===== src/rtl/pixel_digitizer.sv =====
module pixel_digitizer #(
  parameter int TS_W     = 14,
  parameter int CNT_W    = 10,
  parameter int FINE_W   = 4,
  parameter int DEAD_CYC = 19
) (
  input  logic              clk,
  input  logic              rst_n,
  input  logic              disc_i,
  input  logic              test_pulse_i,
  input  logic              test_en_i,
  input  logic              mask_i,
  input  logic [FINE_W-1:0] phase_i,
  input  logic [TS_W-1:0]   gts_i,
  input  logic              shutter_i,
  input  logic [1:0]        mode_i,
  input  logic              ack_i,
  output logic              valid_o,
  output logic [TS_W-1:0]   wide_o,
  output logic [CNT_W-1:0]  narrow_o,
  output logic [FINE_W-1:0] fine_o
);
  localparam int TMR_W = $clog2(DEAD_CYC + 1);
  localparam logic [FINE_W-1:0] FINE_MAX = '1;
  localparam logic [CNT_W-1:0]  CNT_MAX  = '1;
  localparam logic [TS_W-1:0]   WIDE_MAX = '1;

  typedef enum logic [1:0] {IDLE, MEAS, XFER, DONE} st_t;
  st_t st;

  logic              s1, s2, s3, shut_q;
  logic [FINE_W-1:0] p1, p2;
  logic [TS_W-1:0]   g1, g2;
  logic [TMR_W-1:0]  tmr;
  logic [TS_W-1:0]   wide_q;
  logic [CNT_W-1:0]  narrow_q;
  logic [FINE_W-1:0] fine_q;

  wire hit        = ~mask_i & (test_en_i ? test_pulse_i : disc_i);
  wire rise       = s2 & ~s3;
  wire count_mode = mode_i[1];
  wire tot_mode   = (mode_i == 2'b00);

  always_ff @(posedge clk) begin
    if (!rst_n) begin
      {s1, s2, s3, shut_q} <= '0;
      p1 <= '0; p2 <= '0; g1 <= '0; g2 <= '0;
      st <= IDLE; tmr <= '0;
      wide_q <= '0; narrow_q <= '0; fine_q <= '0;
    end else begin
      s1 <= hit; s2 <= s1; s3 <= s2;
      p1 <= phase_i; p2 <= p1;
      g1 <= gts_i;   g2 <= g1;
      shut_q <= shutter_i;
      case (st)
        IDLE: begin
          if (count_mode) begin
            if (shutter_i) begin
              if (rise && narrow_q != CNT_MAX) narrow_q <= narrow_q + 1'b1;
              if (s2 && wide_q != WIDE_MAX)    wide_q   <= wide_q + 1'b1;
            end else if (shut_q) begin
              st  <= XFER;
              tmr <= '0;
            end
          end else if (rise) begin
            wide_q   <= g2;
            fine_q   <= FINE_MAX - p2;
            narrow_q <= CNT_W'(tot_mode);
            st       <= MEAS;
          end
        end
        MEAS: begin
          if (!s2) begin
            st  <= XFER;
            tmr <= '0;
          end else if (tot_mode && narrow_q != CNT_MAX) begin
            narrow_q <= narrow_q + 1'b1;
          end
        end
        XFER: begin
          if (tmr == TMR_W'(DEAD_CYC - 1)) st <= DONE;
          else tmr <= tmr + 1'b1;
        end
        DONE: begin
          if (ack_i) begin
            st <= IDLE;
            wide_q <= '0; narrow_q <= '0; fine_q <= '0;
          end
        end
        default: st <= IDLE;
      endcase
    end
  end

  assign valid_o  = (st == DONE);
  assign wide_o   = wide_q;
  assign narrow_o = narrow_q;
  assign fine_o   = fine_q;


  pending_hold_chk: assert property (@(posedge clk) disable iff (!rst_n)
    valid_o && !ack_i |=> valid_o && $stable(wide_o) && $stable(narrow_o) && $stable(fine_o));


  ack_clear_chk: assert property (@(posedge clk) disable iff (!rst_n)
    valid_o && ack_i |=> !valid_o && wide_o == '0 && narrow_o == '0 && fine_o == '0);


  narrow_sat_chk: assert property (@(posedge clk) disable iff (!rst_n)
    narrow_o == CNT_MAX && !(valid_o && ack_i) |=> narrow_o == CNT_MAX);


  wide_sat_chk: assert property (@(posedge clk) disable iff (!rst_n)
    count_mode && wide_o == WIDE_MAX && !(valid_o && ack_i) |=> wide_o == WIDE_MAX);


  xfer_first_chk: assert property (@(posedge clk) disable iff (!rst_n)
    $rose(valid_o) |-> $past(st == XFER));
endmodule


===== config.mk =====
export PLATFORM = sky130hd
export DESIGN_NAME = pixel_digitizer
export DESIGN_NICKNAME = d
export VERILOG_FILES = /design/src/rtl/pixel_digitizer.sv
export SDC_FILE = /design/constraint.sdc
export NUM_CORES = 1
export LEC_CHECK = 0
export BUFFER_PORTS_ARGS = -buffer_cell sky130_fd_sc_hd__buf_2
export CAP_MARGIN = 5
export CORE_ASPECT_RATIO = 0.75
export CORE_MARGIN = 2
export CORE_UTILIZATION = 55
export CTS_CLUSTER_DIAMETER = 40
export CTS_CLUSTER_SIZE = 8
export DETAILED_ROUTE_END_ITERATION = 12
export PLACE_DENSITY = 0.79
export REMOVE_ABC_BUFFERS = 1
export SETUP_SLACK_MARGIN = 0.05
export SLEW_MARGIN = 20
export SYNTH_ARGS = -nofsm -noshare
export SYNTH_HDL_FRONTEND = slang
export SYNTH_SLANG_ARGS = --single-unit
export TNS_END_PERCENT = 20

===== constraint.sdc =====
create_clock -name clk -period 2.5 [get_ports clk]
set_input_delay 0.5 -clock clk [delete_from_list [all_inputs] [get_ports clk]]
set_output_delay 0.5 -clock clk [all_outputs]
set_load 0.1 [all_outputs]

Word level (Yosys, flattened, before mapping)
Cells that the tools add are included.

cells by class
  add/subtract/negate cells = 4
  bitwise logic cells = 4
  reduce and logical (&&, ||, !) cells = 13
  eq/ne operators = 23
  muxes and demuxes = 33

operators by type and width
  operator               count
  $mux 10                7
  $mux 14                5
  $pmux 10 s3            1
  $pmux 14 s2            1
  $mux 5                 5
  $ne 2x2->1 const B     11
  $ne 3x3->1 const B     6
  $pmux 5 s3             1
  $add 14x1->14 const B  1
  $mux 2                 7
  $ne 14x14->1 const B   1
  $mux 4                 3
  $reduce_and 6->1       2
  $add 10x1->10 const B  1
  $ne 10x10->1 const B   1
  $pmux 2 s4             1
  $pmux 4 s2             1
  $reduce_and 7->1       1
  $reduce_bool 3->1      2
  $add 5x1->5 const B    1
  $eq 5x5->1 const B     1
  $reduce_and 5->1       1
  $eq 2x2->1 const B     2
  $logic_not 2->1        2
  8 further kinds        12

word-level totals
  bits in registers = 75
  output and inout port bits = 29
  word-level logic and storage cells = 90
  input port bits = 28

Depth between registers and ports, before layout
  depth in word-level cells = 7
  gate-level depth with buffers = 9

Worst setup path before layout
OpenSTA, ideal clock, no wires.

  path kind = register to register
  start = register wide_q[0], in the netlist wide_o[0]
  end = register wide_q[3], in the netlist wide_o[3]
  arrival time = 2816 ps
  path buffers = 1
  stages on the path, launching flop included = 8
  setup time = 120 ps
  path slack = -436 ps
  clock period less this slack = 2936 ps
  data required time = 2380 ps
  cells stage by stage = dfxtp_1 -> ha_1 -> nand3_2 -> or3_4 -> o311ai_4 -> buf_6 -> a21oi_1 -> o221a_2

between the ends
  word-level cells in the longest chain between the ends = 5
  elaborated cells between the ends (all ways) = 9

ends and longest elaborated chain
  item                    line  RTL
  start, declared         35    logic [TS_W-1:0] wide_q;
  start signal, assigned  60    if (s2 && wide_q != WIDE_MAX) wide_q <= wide_q + 1'b1;
  start signal, assigned  66    wide_q <= g2;
  $add 14x1->14           60
  $mux 14                 60
  $mux 14                 58    if (shutter_i) begin
  $mux 14                 57    if (count_mode) begin
  $pmux 14 s2             55    case (st)

Several ways; a longest one is shown, not always the timed one. The select of a mux whose other input is x is not followed.
A chain may end at the register's enable or synchronous reset.

Final worst setup path
  start = register st[1]
  end = register tmr[2]

between the ends
  word-level cells in the longest chain between the ends = 3
  elaborated cells between the ends (all ways) = 11

ends and longest elaborated chain
  item                                                       line  RTL
  start, declared                                            29    st_t st;
  start signal, assigned                                     48    st <= IDLE; tmr <= '0;
  start signal, assigned                                     62    st <= XFER;
  start signal, assigned                                     69    st <= MEAS;
  $eq 2x2->1, or another cell as far along                   55
  $ne 2x2->1 (no line) or $reduce_bool 3->1 (tied branches)  --
  $reduce_and 6->1 (no line)                                 --
  end signal, assigned                                       82    else tmr <= tmr + 1'b1;
  end, declared                                              34    logic [TMR_W-1:0] tmr;

Several ways; a longest one is shown, not always the timed one.

==> flow_summary.toml <==
[timing]
min_period_ps = 2320
hold_violations = 0
fin_crit_sh = 0.930
final.setup.worst_slack_ps = 175
rsz0062_at_grt = "no"
relSlewSlack = 0.618
max_freq_mhz = 430
fin_worst_skew_ps = 4.48
fin_setup_tns_ps = 0
setup_violations = 0
tightest_slew_ps = 572
slew_violations = 0

[setup_path]
rr_endpoint = "tmr[2]$_SDFFE_PN0P_"
path_delay_family = "simple AND/OR/NAND/NOR gates"
critical_path_required_ps = 2790
slowest_stage = "or3b_2"
cp_data_arrival_time_ps = 2610
r2r-start = "st[1]$_SDFFE_PN0P_"
r2r_cells = 6
end_kind = "register"
crit_chain = "inv_1, ha_1, a221o_1, or3_1, or3b_2, a21oi_1"
cp-startpoint = "st[1]$_SDFFE_PN0P_"
crit_fanout = 8
reg2reg_slack_ps = 180
max_stage_delay_ps = 480
path_buf_inv = 1
critPathLaunchType = "register"
crit_type = "register to register"

[yosys]
synth_edf_count = 0
yosysUniqueCellTypes = 48
synth_cells = 361
ys_ff_latch = 75
synth-async-reset-ratio = 0
syn_area_per_cell_um2 = 9.05
syn-cell-area_um2 = 3270
synth_warnings = 0
ys_seq_area_frac = 0.460
synth_ff_type = "dfxtp_1"

[placement]
port_buffers = 56
dp_hpwl_um = 4860
finalWeightedCongestion = 0.880
post-place-ws_ps = 49.0
dpl.cell_count = 495

[detailed_routing]
wirelength_um = 7340
post_drt_wl_per_cell_um = 14.3
drc = 0
first_pass_iters = 4
drtAntennaViolNets = 0
post_drt_via_cell_ratio = 5.50
vias = 2827
drtIter0Drc = 282

[min_path]
hp-start = "mask_i"
hp-class = "input port to register"
holdPathStages = 2
min_to = "s1$_SDFF_PN0_"

[cts]
path_clk_slew_ps = 80
numCtsBuffers = 9
cts_root_buffer = "clkbuf_8"
cts.sinks = 75
cts_tree = "yes"
clkLatencyLatePin_ps = 360
cts_buffer_depth = 2
htree_num_levels = 3

[pwr]
vdd_drop_max_mv = 0.817
p_per_area_nw_per_um2 = 1040
power_leakage_uw = 0.00162
total_power_uw = 4090

[die]
rows = 24
dieHeight_um = 70.7
dieWidth_um = 93.0
core-area_um2 = 5770
design.die.area_um2 = 6580
start_util = 0.566
io_pins = 57

[grt]
grt_max_degree = 52
grt_usage = 0.233
grt_pass1_wl_um = 12000
antenna_found_initial = 0
grt-ovfl-total = 0
grt_pass1_vias = 2595

[cells_and_area]
diodes = 0
drive_gt1_frac = 0.252
fin_cells = 514
n_fill_cell = 459
register_area_um2 = 1500
multi_input_area_um2 = 1680
synthToLayoutAreaGrowth_pct = 20.8
nets = 468
mostFrequentLayoutCells = "74 x dfxtp_1, 56 x buf_2, 43 x and2_1, 38 x nor2_1, 25 x a21oi_1"
layout_commonest_cell = "dfxtp_1"

[run_status]
status = "completed"

[run]
max_cap_viol_count = 0
==> worst max-delay path by stage <==
stage,cells after the start,endpoint,slack (ps)
CTS,8,wide_o[9]$_SDFFE_PN0P_,10
floorplan,6,wide_o[0]$_SDFFE_PN0P_,-680
global placement,6,narrow_o[3]$_SDFFE_PN0P_,110
finish,6,tmr[2]$_SDFFE_PN0P_,180
detailed placement,8,wide_o[9]$_SDFFE_PN0P_,50
global route,6,tmr[2]$_SDFFE_PN0P_,60
==> cell families after synthesis <==
logic type	count (synthesis)	synth area share
adders and majority gates	9	0.0345
AOI/OAI and AO/OA	70	0.154
DFF	75	0.460
buffers and inverters	30	0.0387
and+or+nand+nor	160	0.263
muxes	9	0.0284
xor gates and xnor gates	8	0.0215
==> through the flow <==
stage | area, um2 | hold WS [ps] | util
after floorplan | 3180 | 412 | -
after global placement | 3700 | 413 | 0.642
after detailed placement | 3700 | 420 | 0.642
after CTS | 3890 | 286 | 0.674
after global routing | 3950 | 281 | 0.684
final | 3950 | 294 | 0.684
==> cell usage after synthesis, types with 2 or more instances <==
master / instances / area, um2
a2111o_1: 5 / 56.3
a21oi_1: 26 / 130
a22oi_1: 2 / 15.0
a31oi_1: 3 / 18.8
a32o_1: 2 / 20.0
and2_1: 43 / 269
buf_2: 2 / 10.0
clkbuf_1: 15 / 56.3
dfxtp_1: 75 / 1500
ha_1: 9 / 113
inv_1: 11 / 41.3
mux2_2: 2 / 22.5
mux2i_1: 7 / 70.1
nand2_1: 22 / 82.6
nand2b_1: 2 / 12.5
nand3_1: 11 / 55.1
nand3b_1: 2 / 15.0
nand4_1: 3 / 18.8
nor2_1: 38 / 143
nor2b_1: 3 / 18.8
nor3_1: 10 / 50.1
nor4_1: 7 / 43.8
o211ai_1: 6 / 45.0
o21ai_0: 11 / 55.1
o221a_1: 3 / 33.8
o221a_2: 3 / 33.8
o41ai_1: 2 / 17.5
or2_2: 2 / 12.5
or3_1: 5 / 31.3
or3b_2: 2 / 17.5
or4b_1: 4 / 40.0
xnor2_1: 7 / 61.3
==> worst register-to-register path: stages (launching register included) <==
cell and delay [ps]:
dfxtp_1 390, inv_1 100, ha_1 290, a221o_1 420, or3_1 420, or3b_2 480
a21oi_1 160
==> per-layer routing <==
| layer | vias up | routed length [um] | part of all wire | global-route usage |
|---|---|---|---|---|
| met5 | - | 0 | 0 | 0 |
| li1 | 1410 | - | - | - |
| met3 | 10 | 462 | 0.063 | 0.0639 |
| met2 | 90 | 3400 | 0.46 | 0.362 |
| met4 | 0 | 107 | 0.015 | 0.105 |
| met1 | 1317 | 3370 | 0.46 | 0.304 |
==> what timing repair did <==
| action | 4_1_cts | 5_1_grt |
|---|---|---|
| endpoints found under the setup margin | 7 | 25 |
| cloned | 0 | 1 |
| buffers inserted | 0 | 2 |
| hold buffers | 0 | 0 |
| gates resized for setup | 0 | 7 |
| pin swaps | 0 | 2 |
==> state kept, by name (all words and copies together) (netlist names), 2 cells and up <==
signal	count
wide_o	14
p2	4
narrow_o	10
fine_o	4
g1	14
p1	4
st	2
tmr	5
g2	14
==> area by class of cell <==
class | instances | area share
Clock buffer | 12 | 0.0393
Multi-Input combinational cell | 257 | 0.425
Sequential cell | 75 | 0.381
Tap cell | 78 | 0.0247
Clock inverter | 4 | 0.00825
Timing Repair Buffer | 77 | 0.111
Inverter | 11 | 0.0105
==> report_power, final <==
part / internal, uW / switching [uW] / total, uW / leakage [uW]
Clock: 420 / 454 / 874 / 0.0000892
Sequential: 1330 / 114 / 1440 / 0.000615
Combinational: 524 / 1250 / 1770 / 0.000918
Total: 2270 / 1820 / 4090 / 0.00162
No activity file was read; power rests on OpenSTA's default activity.
